## src/rtl/ep0cs_pkg.sv

```systemverilog
package ep0cs_pkg;
   localparam int unsigned CS_BITS       = 8;
   localparam int unsigned N_FLAGS       = 3;
   // bit positions decoded by software
   localparam int unsigned B_OUT_RDY     = 0;
   localparam int unsigned B_IN_ARM      = 1;
   localparam int unsigned B_FLUSH       = 2;
   localparam int unsigned B_WAKE        = 3;
   localparam int unsigned B_STALL_SENT  = 4;
   localparam int unsigned B_FORCE_STALL = 5;
   localparam int unsigned B_RX_NE       = 6;
   localparam int unsigned B_SETUP       = 7;

   typedef struct packed {
      logic setup;
      logic rx_ne;
      logic force_stall;
      logic stall_sent;
      logic wake;
      logic flush;
      logic in_arm;
      logic out_rdy;
   } cs_view_t;

   function automatic int unsigned flag_pos(input int unsigned idx);
      case (idx)
         0:       return B_OUT_RDY;
         1:       return B_STALL_SENT;
         default: return B_SETUP;
      endcase
   endfunction
endpackage

```

## src/rtl/ep0cs_flag.sv

```systemverilog
module ep0cs_flag #(
   parameter bit SET_WINS = 1'b1
) (
   input  logic clk,
   input  logic rst_n,
   input  logic hw_set,
   input  logic sw_clr,
   output logic q
);
   logic nxt;

   generate
      if (SET_WINS) begin : g_set_wins
         always_comb nxt = hw_set | (q & ~sw_clr);
      end else begin : g_clr_wins
         always_comb nxt = ~sw_clr & (hw_set | q);
      end
   endgenerate

   always_ff @(posedge clk) begin
      if (!rst_n) q <= 1'b0;
      else        q <= nxt;
   end
endmodule

```

## src/rtl/ep0cs_in_arm.sv

```systemverilog
module ep0cs_in_arm (
   input  logic clk,
   input  logic rst_n,
   input  logic arm_req,
   input  logic taken,
   output logic pulse
);
   logic armed;
   logic free;

   assign free = ~armed | taken;

   always_ff @(posedge clk) begin
      if (!rst_n) begin
         armed <= 1'b0;
         pulse <= 1'b0;
      end else begin
         armed <= arm_req | (armed & ~taken);
         pulse <= arm_req & free;
      end
   end
endmodule

```

## src/rtl/ep0cs_stall_ctl.sv

```systemverilog
module ep0cs_stall_ctl #(
   parameter bit AUTOCLR = 1'b1
) (
   input  logic clk,
   input  logic rst_n,
   input  logic wr_en,
   input  logic wr_bit,
   input  logic setup,
   output logic q
);
   logic nxt;

   generate
      if (AUTOCLR) begin : g_auto
         always_comb nxt = ~setup & (q | (wr_en & wr_bit));
      end else begin : g_plain
         logic unused_setup;
         assign unused_setup = setup;
         always_comb nxt = wr_en ? wr_bit : q;
      end
   endgenerate

   always_ff @(posedge clk) begin
      if (!rst_n) q <= 1'b0;
      else        q <= nxt;
   end
endmodule

```

## src/rtl/ep0_ctrl_stat.sv

```systemverilog
module ep0_ctrl_stat
   import ep0cs_pkg::*;
#(
   parameter int unsigned REG_W         = 32,
   parameter bit          STALL_AUTOCLR = 1'b1
) (
   input  logic             clk,
   input  logic             rst_n,
   input  logic             wr_en,
   input  logic [7:0]       wr_data,
   output logic [REG_W-1:0] rd_data,
   input  logic             hw_out_rcvd,
   input  logic             hw_setup_rcvd,
   input  logic             hw_stall_sent,
   input  logic             hw_in_taken,
   input  logic             hw_rx_not_empty,
   input  logic             hw_wake_en,
   output logic             in_ready_pulse,
   output logic             flush_tx_pulse,
   output logic             force_stall
);
   localparam int unsigned PAD_W = REG_W - CS_BITS;

   generate
      if (REG_W < CS_BITS) begin : g_bad_width
         $error("ep0_ctrl_stat: REG_W must be at least 8");
      end
   endgenerate

   logic [N_FLAGS-1:0] flag_set;
   logic [N_FLAGS-1:0] flag_q;
   logic               flush_q;
   cs_view_t           view;

   assign flag_set[0] = hw_out_rcvd;
   assign flag_set[1] = hw_stall_sent;
   assign flag_set[2] = hw_setup_rcvd;

   generate
      for (genvar i = 0; i < N_FLAGS; i++) begin : g_flag
         ep0cs_flag #(.SET_WINS(1'b1)) u_flag (
            .clk    (clk),
            .rst_n  (rst_n),
            .hw_set (flag_set[i]),
            .sw_clr (wr_en & wr_data[flag_pos(i)]),
            .q      (flag_q[i])
         );
      end
   endgenerate

   ep0cs_in_arm u_in_arm (
      .clk     (clk),
      .rst_n   (rst_n),
      .arm_req (wr_en & wr_data[B_IN_ARM]),
      .taken   (hw_in_taken),
      .pulse   (in_ready_pulse)
   );

   ep0cs_stall_ctl #(.AUTOCLR(STALL_AUTOCLR)) u_stall (
      .clk    (clk),
      .rst_n  (rst_n),
      .wr_en  (wr_en),
      .wr_bit (wr_data[B_FORCE_STALL]),
      .setup  (hw_setup_rcvd),
      .q      (force_stall)
   );

   always_ff @(posedge clk) begin
      if (!rst_n) flush_q <= 1'b0;
      else        flush_q <= wr_en & wr_data[B_FLUSH];
   end
   assign flush_tx_pulse = flush_q;

   always_comb begin
      view             = '0;
      view.out_rdy     = flag_q[0];
      view.stall_sent  = flag_q[1];
      view.setup       = flag_q[2];
      view.force_stall = force_stall;
      view.wake        = hw_wake_en;
      view.rx_ne       = hw_rx_not_empty;
   end

   generate
      if (PAD_W > 0) begin : g_pad
         assign rd_data = {{PAD_W{1'b0}}, view};
      end else begin : g_nopad
         assign rd_data = view;
      end
   endgenerate
endmodule

```

## config.mk

```make
export PLATFORM = sky130hd
export DESIGN_NAME = ep0_ctrl_stat
export DESIGN_NICKNAME = d
export VERILOG_FILES = /design/src/rtl/ep0cs_pkg.sv /design/src/rtl/ep0cs_flag.sv /design/src/rtl/ep0cs_in_arm.sv /design/src/rtl/ep0cs_stall_ctl.sv /design/src/rtl/ep0_ctrl_stat.sv
export SDC_FILE = /design/constraint.sdc
export NUM_CORES = 1
export LEC_CHECK = 0
export BUFFER_PORTS_ARGS = -buffer_cell sky130_fd_sc_hd__clkbuf_2
export CORE_MARGIN = 8
export CORE_UTILIZATION = 30
export CTS_CLUSTER_SIZE = 10
export DETAILED_ROUTE_END_ITERATION = 7
export PLACE_DENSITY = 0.76
export SLEW_MARGIN = 20
export SYNTH_ARGS = -nofsm -noshare
export SYNTH_HDL_FRONTEND = slang
export SYNTH_SLANG_ARGS = --single-unit
```

## constraint.sdc

```tcl
create_clock -name clk -period 1.1 [get_ports clk]
set_input_delay 0.22 -clock clk [delete_from_list [all_inputs] [get_ports clk]]
set_output_delay 0.22 -clock clk [all_outputs]
set_load 0.03 [all_outputs]
```

==> results of run 1 <==
how the worst min path moves through the flow:
stage             startpoint                             to  slack [ns]  cells after the start
5_1_grt           wr_data[7]  g_flag[2].u_flag.q$_SDFF_PN0_        0.17                      2
3_5_place_dp      wr_data[0]  g_flag[0].u_flag.q$_SDFF_PN0_        0.42                      2
6_report          wr_data[0]  g_flag[0].u_flag.q$_SDFF_PN0_        0.16                      2
4_1_cts           wr_data[0]  g_flag[0].u_flag.q$_SDFF_PN0_        0.16                      2
3_3_place_gp      wr_data[7]  g_flag[2].u_flag.q$_SDFF_PN0_        0.41                      2
2_1_floorplan  hw_setup_rcvd           u_stall.q$_SDFF_PN0_        0.29                      1
sequential cells by signal, indices dropped and copies added, names as in the netlist:
signal	flops
u_in_arm.armed	1
g_flag.u_flag.q	3
u_in_arm.pulse	1
u_stall.q	1
flush_tx_pulse	1
layout make-up:
cell class | count | area (um^2) | area share, %
inverters | 3 | 11.3 | 2.34
flip-flops and latches | 7 | 140 | 29.2
well taps | 16 | 20.0 | 4.17
clock buffers | 4 | 26.3 | 5.47
multi-input cells | 39 | 188 | 39.1
repair buffers | 19 | 95.1 | 19.8
stage by stage:
step	hold WS [ns]	utilization (%)
floorplan	0.290	-
global placement	0.407	30.1
detailed placement	0.418	30.1
CTS	0.157	31.9
global route	0.166	31.9
finish	0.162	31.9
kinds of logic (layout without fill, tap and decap cells):
logic type      Yosys count  count (layout)  share of synthesized area (%)
compound gates            8               8                           10.3
simple gates              5               5                           8.25
flops                     7               7                           28.9
other cells               1              26                          0.772
buf+inv                  35              26                           51.8
routing by layer:
layer | vias to the layer above | part of all wire, % | wire, um | global-route usage (%)
li1 | 152 | - | - | -
met1 | 136 | 40 | 392 | 5.87
met2 | 30 | 45 | 449 | 8.87
met3 | 0 | 15 | 149 | 3.88
met4 | 0 | 0 | 0 | 5.15
met5 | - | 0 | 0 | 0
report_power, final:
part | internal [W] | total, W | switching [W]
clock | 0.000138 | 0.000224 | 0.0000865
combinational | 0.0000360 | 0.000212 | 0.000176
sequential | 0.000269 | 0.000275 | 0.00000575
cells in the final DEF (no fill, tap or decap):
master    instances
and3_2            1
nor3b_2           1
inv_1             3
conb_1           26
a31oi_1           3
clkbuf_1          1
clkbuf_4          3
nand2_1           1
nand2b_1          1
dfxtp_1           7
clkbuf_2         19
a21oi_2           1
a21boi_1          1
and4_2            1
o21ai_0           3
==> out/results.txt, run 1 <==
Top post-synthesis cells by area: buf_4 (49%), dfxtp_1 (29%), a31oi_1 (3.9%)
Via count: 318
Finish-stage setup viols: 0
Register clock-pin slew on the reported worst setup and hold paths: 0.05 ns
Synth cell types: 13
R2R setup slack: 0.39 ns
Fmax: 960 MHz
Total Power: 0.000711 W
Worst-case reg-to-reg path depth: 2
Reg2reg start: u_in_arm.armed$_SDFF_PN0_
# hold bufs at CTS: 0
FF-to-FF End: u_in_arm.pulse$_SDFF_PN0_
Placer Congestion: 0.711
Critical path's largest stage delay: 0.35 ns
Status: finished, final reports clean
Min Tclk post-route: 1.04 ns
Setup bufs post-CTS: 0
Power per cell area: 1480 nW/um^2
#FFs+latches synth: 7
Worst Hold Class: in2reg
Most frequent cell after synthesis: buf_4
DRT Pass-1 Iters: 2
Dpl cells: 84
Gr usage total: 6.09%
TNS Setup: 0 ns
CP endpoint kind: output pin
Leading area contributor after synthesis: buf_4
Iteration-0 DRC Markers: 6
Full die area: 3160 um^2
CTS tree: yes
Worst setup SP type: flip-flop
Yosys warning total: 0
Die Ht: 56.2 um
Post-synth top flop: dfxtp_1
Vias in the first global route: 385
Crit path cell chain: clkbuf_2
CP max-delay cell: dfxtp_1
Clk Latency, worst-skew pair: 0.25 ns
Avg WL per Cell: 11.3 um
Critical path class: reg2out
Mapped Cells: 56
Leak pwr: 0.282 nW
Post-Syn Area: 485 um^2
Final instance area: 480 um^2
Resize count post-CTS: 0
Worst path depth: 1
Final WL: 990 um
Syn_area_per_cell: 8.67 um^2
Worst setup path start: u_stall.q$_SDFF_PN0_
Unrepaired setup endpoints after global routing: no
Top cell type's share of synthesized area: 49.5%
Synth-to-Final Area Change: -1.03%
FILL cells: 166
Delay-heaviest family, CP: flip-flops
Worst-path fanout max: 3
# nets final: 90
H-tree levels: 1
WP data required: 0.88 ns
Initial core utilization: 32.2%
Initial antenna violation count: 0
Area of the core: 1510 um^2
EDFF count, synth: 0
Crit path capture: rd_data[5]
Placed Instance Area: 454 um^2
Synth async-reset ratio: 0%
Slew Limit Fails: 0
CTS sink count: 7
CTS Buffer Depth: 2
Worst path bufs/invs: 1
Commonest cells post-synth: buf_4 (32), dfxtp_1 (7), a31oi_1 (3), inv_1 (3), o21ai_0 (3)
Register area share after synthesis: 28.9%
Post-Place Setup Slack: 0.311 ns
I/O Buffers: 19
Fin crit share: 94.7%
Global-route wire length before repair: 1600 um
Final std cells w/o fill: 88
Root buf cell: clkbuf_4
Clock Skews: 0.00357 ns
Peak VDD IR: 0.338 mV
I/O Pins: 52
Routed Antenna Nets: 0
Layout cells sized above 1: 36.1%
Setup ws final: 0.0585 ns
Pin count of the biggest net entering global routing: 8
Die X-Extent: 56.2 um
FP Rows: 14
ANT cells: 0
Critical Path AT: 0.82 ns
Post-route DRC: 0
Via/cell ratio: 3.61
Total grt overflow: 0
Final hold vios: 0
Max cap viols: 0
Total CTS buffers: 3
Power figures use the tool's default switching activity.
==> run 2: changes to the inputs <==
CELL_PAD_IN_SITES_DETAIL_PLACEMENT = 2   (was default)
CELL_PAD_IN_SITES_GLOBAL_PLACEMENT = 2   (was default)
CORE_UTILIZATION = 17   (was 30)
PLACE_DENSITY = 0.88   (was 0.76)
==> run 2 against run 1 <==
Register-to-register slack hardly changed. Power is 3.0% higher. Fmax is 0.16% higher. Clock power is 8% higher. Sequential power hardly changed. Flip-flop and latch count stayed put. Critical path type unchanged.
==> out/results.txt, run 2 (synthesis results as in run 1) <==
Status: finished, final reports clean
Reg with most FFs: g_flag.u_flag.q
Root buf cell: clkbuf_4
H-tree levels: 1 (unchanged)
I/O Pins: 52 (unchanged)
Fin Hold WS: 0.149 ns (-0.0133 ns)
Max cap viols: 0 (unchanged)
Min Tclk post-route: 1.04 ns (-0.00164 ns)
Die Ht: 69.4 um (+24%)
Total CTS buffers: 3 (unchanged)
Via count: 338 (+6.3%)
Placer Congestion: 0.689 (-3.1%)
Initial core utilization: 17.8% (-14 points)
Dpl cells: 99 (+18%)
Post-Place Setup Slack: 0.290 ns (-0.0213 ns)
Iteration-0 DRC Markers: 16 (+10)
Unrepaired setup endpoints after global routing: yes
CTS tree: yes
Full die area: 4820 um^2 (+53%)
Global-route wire length before repair: 2090 um (+31%)
Routed Antenna Nets: 0 (unchanged)
Final WL: 1270 um (+29%)
Final Util: 18.4% (-13 points)
DRT Pass-1 Iters: 3 (+1)
Fin crit share: 94.5% (-0.15 points)
Worst-path fanout max: 3 (unchanged)
CP endpoint kind: output pin
Clk Latency, worst-skew pair: 0.26 ns (about the same)
Final hold vios: 0 (unchanged)
Register clock-pin slew on the reported worst setup and hold paths: 0.05 ns (about the same)
CTS sink count: 7 (unchanged)
FP Rows: 19 (+5)
Worst path bufs/invs: 1 (unchanged)
Finish-stage setup viols: 0 (unchanged)
Pin count of the biggest net entering global routing: 8 (unchanged)
Number of flip-flops under the largest register name: 3 (unchanged)
Worst setup SP type: flip-flop
Final std cells w/o fill: 103 (+17%)
Layout cells sized above 1: 36.1% (unchanged)
Post-route DRC: 0 (unchanged)
Delay-heaviest family, CP: flip-flops
Gr usage total: 5.41% (-0.69 points)
Vias in the first global route: 425 (+10%)
Commonest cells after routing, fill and taps aside: conb_1 (26), clkbuf_2 (17), dfxtp_1 (7)
Slew Limit Fails: 0 (unchanged)
Synth-to-Final Area Change: 3.87%
Total Power: 0.000732 W (+3.0%)
I/O Buffers: 19 (unchanged)
Clock Skews: 0.000262 ns (-0.00331 ns)
Total grt overflow: 0 (unchanged)
FILL cells: 338 (+100%)
Setup ws final: 0.0601 ns (+0.00164 ns)
Initial antenna violation count: 0 (unchanged)
# nets final: 90 (unchanged)
Commonest non-fill, non-tap cell in the layout: conb_1
Area of the core: 2730 um^2 (+81%)
Avg WL per Cell: 12.4 um (+9.9%)
Peak VDD IR: 0.442 mV (+31%)
Worst Hold Class: in2reg
Die X-Extent: 69.4 um (+24%)
Crit path cell chain: clkbuf_4
Critical path's largest stage delay: 0.36 ns (about the same)
Fmax: 962 MHz (+0.16%)
WP data required: 0.88 ns (about the same)
Critical Path AT: 0.82 ns (about the same)
Via/cell ratio: 3.28 (-9.2%)
ANT cells: 0 (unchanged)
CTS Buffer Depth: 2 (unchanged)
Post-DP HPWL: 1120 um
Leak pwr: 0.282 nW (+0.19%)
Critical path class: reg2out
CP max-delay cell: dfxtp_1
Power per cell area: 1450 nW/um^2 (-1.9%)
==> run 2: changes by cell type in the layout (fill, tap and decap cells not counted) <==
cell | before | now
clkbuf_2 | 19 | 17
clkbuf_4 | 3 | 5
==> run 2: timing repair <==
action,4_1_cts,5_1_grt
setup endpoints to repair,0,2
hold buffers,0,0
resized for setup,0,4
setup buffers,0,0
==> run 2: metrics by stage <==
stage / setup TNS [ns] / area [um^2]
2_1_floorplan: 0 / 579
3_3_place_gp: 0 / 473
3_5_place_dp: 0 / 473
4_1_cts: 0 / 499
5_1_grt: -0.0136 / 504
6_report: 0 / 504
==> run 2: cell type report <==
| cell class | instances | area, um^2 | area share (%) |
|---|---|---|---|
| inverter | 3 | 11.3 | 2.23 |
| clock buffer | 4 | 26.3 | 5.21 |
| multi-input combinational | 39 | 188 | 37.2 |
| tap | 31 | 38.8 | 7.69 |
| sequential | 7 | 140 | 27.8 |
| timing repair buffer | 19 | 100 | 19.9 |
==> run 2: power by group <==
part | switching, W | leakage, nW | total, W | internal [W]
Combinational | 0.000178 | 0.209 | 0.000216 | 0.0000372
Sequential | 0.00000626 | 0.0579 | 0.000275 | 0.000269
Clock | 0.000102 | 0.0150 | 0.000241 | 0.000139
==> run 2: routing by layer <==
layer	vias to the layer above	share of wire (%)	GRT usage, %
met2	35	44	8.40
met5	-	0	0
met3	3	12	3.00
li1	154	-	-
met4	0	2.4	3.42
met1	146	42	5.50
==> run 2: path summary, 6_finish.rpt <==
check / endpoint / cells after the start / startpoint / slack [ns]
hold / removal: g_flag[2].u_flag.q$_SDFF_PN0_ / 2 / wr_data[7] / 0.15
setup reg to reg: u_in_arm.pulse$_SDFF_PN0_ / 2 / u_in_arm.armed$_SDFF_PN0_ / 0.38
hold reg to reg: u_in_arm.armed$_SDFF_PN0_ / 2 / u_in_arm.armed$_SDFF_PN0_ / 0.48
setup / recovery: rd_data[5] / 1 / u_stall.q$_SDFF_PN0_ / 0.06
==> run 3: changes to the inputs <==
BUFFER_PORTS_ARGS = -buffer_cell sky130_fd_sc_hd__buf_2   (was -buffer_cell sky130_fd_sc_hd__clkbuf_2)
CORE_ASPECT_RATIO = 0.5   (was default)
==> run 3 against run 2 <==
Fmax up 2.5%. Largest cell class unchanged. Clock power up 53%. Critical endpoint unchanged. Sequential share of layout area down 1.1 points. Critical path type unchanged.
==> out/results.txt, run 3 (synthesis results as in run 1) <==
Routed Antenna Nets: 0 (unchanged)
Dpl cells: 105 (+6.1%)
WP data required: 0.88 ns (about the same)
Iteration-0 DRC Markers: 6 (-10)
Initial antenna violation count: 0 (unchanged)
Placer Congestion: 0.602 (-13%)
Combinational group share of total power: 24.8% (-4.7 points)
Pin count of the biggest net entering global routing: 8 (unchanged)
# nets final: 90 (unchanged)
Clk pwr share: 43.1% (+10 points)
Post-route DRC: 0 (unchanged)
Commonest cells after routing, fill and taps aside: conb_1 (26), buf_2 (19), dfxtp_1 (7)
Fin crit share: 92.2% (-2.3 points)
# hold bufs at CTS: 0 (unchanged)
Global-route wire length before repair: 1680 um (-19%)
Power per cell area: 1630 nW/um^2 (+12%)
Switching part of the total power: 34.8% (-4.4 points)
CP max-delay cell: dfxtp_1
Crit path cell chain: buf_2
Area of the core: 2650 um^2 (-3.0%)
ANT cells: 0 (unchanged)
Min Tclk post-route: 1.01 ns (-0.0252 ns)
Vias in the first global route: 380 (-11%)
Leak pwr: 0.291 nW (+3.0%)
Worst path bufs/invs: 1 (unchanged)
Layout cells sized above 1: 36.1% (unchanged)
Placed Instance Area: 480 um^2 (+1.6%)
Avg WL per Cell: 10.8 um (-12%)
Final hold vios: 0 (unchanged)
CTS tree: yes
Full die area: 4930 um^2 (+2.1%)
Reg power frac: 32.1% (-5.5 points)
Worst Hold Class: in2reg
CTS Buffer Depth: 2 (unchanged)
Number of flip-flops under the largest register name: 3 (unchanged)
Commonest non-fill, non-tap cell in the layout: conb_1
Critical path's largest stage delay: 0.35 ns (about the same)
Worst setup SP type: flip-flop
CP endpoint kind: output pin
TNS Setup: 0 ns (unchanged)
Post-Place Setup Slack: 0.287 ns (-0.00268 ns)
FP Rows: 13 (-6)
Worst-path fanout max: 3 (unchanged)
Sw Pwr: 0.000298 W (+3.8%)
Pint: 0.000557 W (+25%)
Reg with most FFs: g_flag.u_flag.q
Via/cell ratio: 2.96 (-9.7%)
Finish-stage setup viols: 0 (unchanged)
I/O Pins: 52 (unchanged)
DRT Pass-1 Iters: 2 (-1)
Initial core utilization: 18.3% (+0.55 points)
Setup bufs post-CTS: 0 (unchanged)
Critical Path AT: 0.79 ns (-0.03 ns)
Status: finished, final reports clean
Die Ht: 53.8 um (-23%)
Peak VDD IR: 0.404 mV (-8.8%)
Root buf cell: clkbuf_8
Final WL: 1180 um (-7.4%)
Gr usage total: 4.34% (-1.1 points)
Die X-Extent: 91.6 um (+32%)
Slew Limit Fails: 0 (unchanged)
Total grt overflow: 0 (unchanged)
Total CTS buffers: 3 (unchanged)
Max cap viols: 0 (unchanged)
Clk Latency, worst-skew pair: 0.22 ns (-0.04 ns)
Unrepaired setup endpoints after global routing: no
Resize count post-CTS: 0 (unchanged)
CTS sink count: 7 (unchanged)
Fmax: 986 MHz (+2.5%)
Clock Skews: 0.00000307 ns (-0.000259 ns)
Critical path class: reg2out
Delay-heaviest family, CP: flip-flops
Register clock-pin slew on the reported worst setup and hold paths: 0.04 ns (about the same)
H-tree levels: 1 (unchanged)
Setup ws final: 0.0854 ns (+0.0252 ns)
Post-DP HPWL: 1050 um (-6.2%)
Final std cells w/o fill: 109 (+5.8%)
Synth-to-Final Area Change: 8.25%
I/O Buffers: 19 (unchanged)
Via count: 323 (-4.4%)
Fin Hold WS: 0.178 ns (+0.0286 ns)
Final instance area: 526 um^2 (+4.2%)
==> run 3: cell count changes in the layout (fill, tap and decap cells not counted), sizes merged <==
| cell | previous run | this run |
|---|---|---|
| buf | 0 | 19 |
| clkbuf | 23 | 4 |
==> run 3: layout make-up <==
| type | instances | area (um^2) |
|---|---|---|
| clock buffer | 4 | 45.0 |
| multi-input combinational | 39 | 188 |
| timing repair buffer | 19 | 95.1 |
| inverter | 3 | 11.3 |
| fill | 333 | 2130 |
| tap | 37 | 46.3 |
| sequential | 7 | 140 |
==> run 3: path summary, 6_finish.rpt <==
| kind | endpoint | cells after the start | from | slack (ns) |
|---|---|---|---|---|
| worst max-delay path | rd_data[5] | 1 | u_stall.q$_SDFF_PN0_ | 0.09 |
| worst min-delay path | g_flag[2].u_flag.q$_SDFF_PN0_ | 2 | wr_data[7] | 0.18 |
| worst max register to register | u_in_arm.pulse$_SDFF_PN0_ | 2 | u_in_arm.armed$_SDFF_PN0_ | 0.39 |
| worst min register to register | u_in_arm.armed$_SDFF_PN0_ | 2 | u_in_arm.armed$_SDFF_PN0_ | 0.48 |
==> run 3: power by group through the flow <==
stage               Sequential [W]  Combinational, W  Clock (W)
finish                    0.000275          0.000212   0.000368
global route              0.000276          0.000227   0.000410
CTS                       0.000275          0.000210   0.000386
detailed placement        0.000280          0.000209          0
global placement          0.000279          0.000206          0
floorplan                 0.000287          0.000252          0
==> run 3: through the flow <==
stage / util (%) / total power, W
6_report: 19.8 / 0.000855
5_1_grt: 19.8 / 0.000913
4_1_cts: 19.8 / 0.000871
3_5_place_dp: 18.1 / 0.000490
3_3_place_gp: 18.1 / 0.000485
2_1_floorplan: - / 0.000540
==> run 3: layer usage <==
| layer | vias up | wire length, um | part of all wire (%) | GRT usage (%) |
|---|---|---|---|---|
| met1 | 157 | 391 | 33 | 3.85 |
| li1 | 152 | - | - | - |
| met3 | 0 | 59 | 5.0 | 0.693 |
| met5 | - | 0 | 0 | 0 |
| met4 | 0 | 0 | 0 | 4.02 |
| met2 | 14 | 728 | 62 | 8.89 |
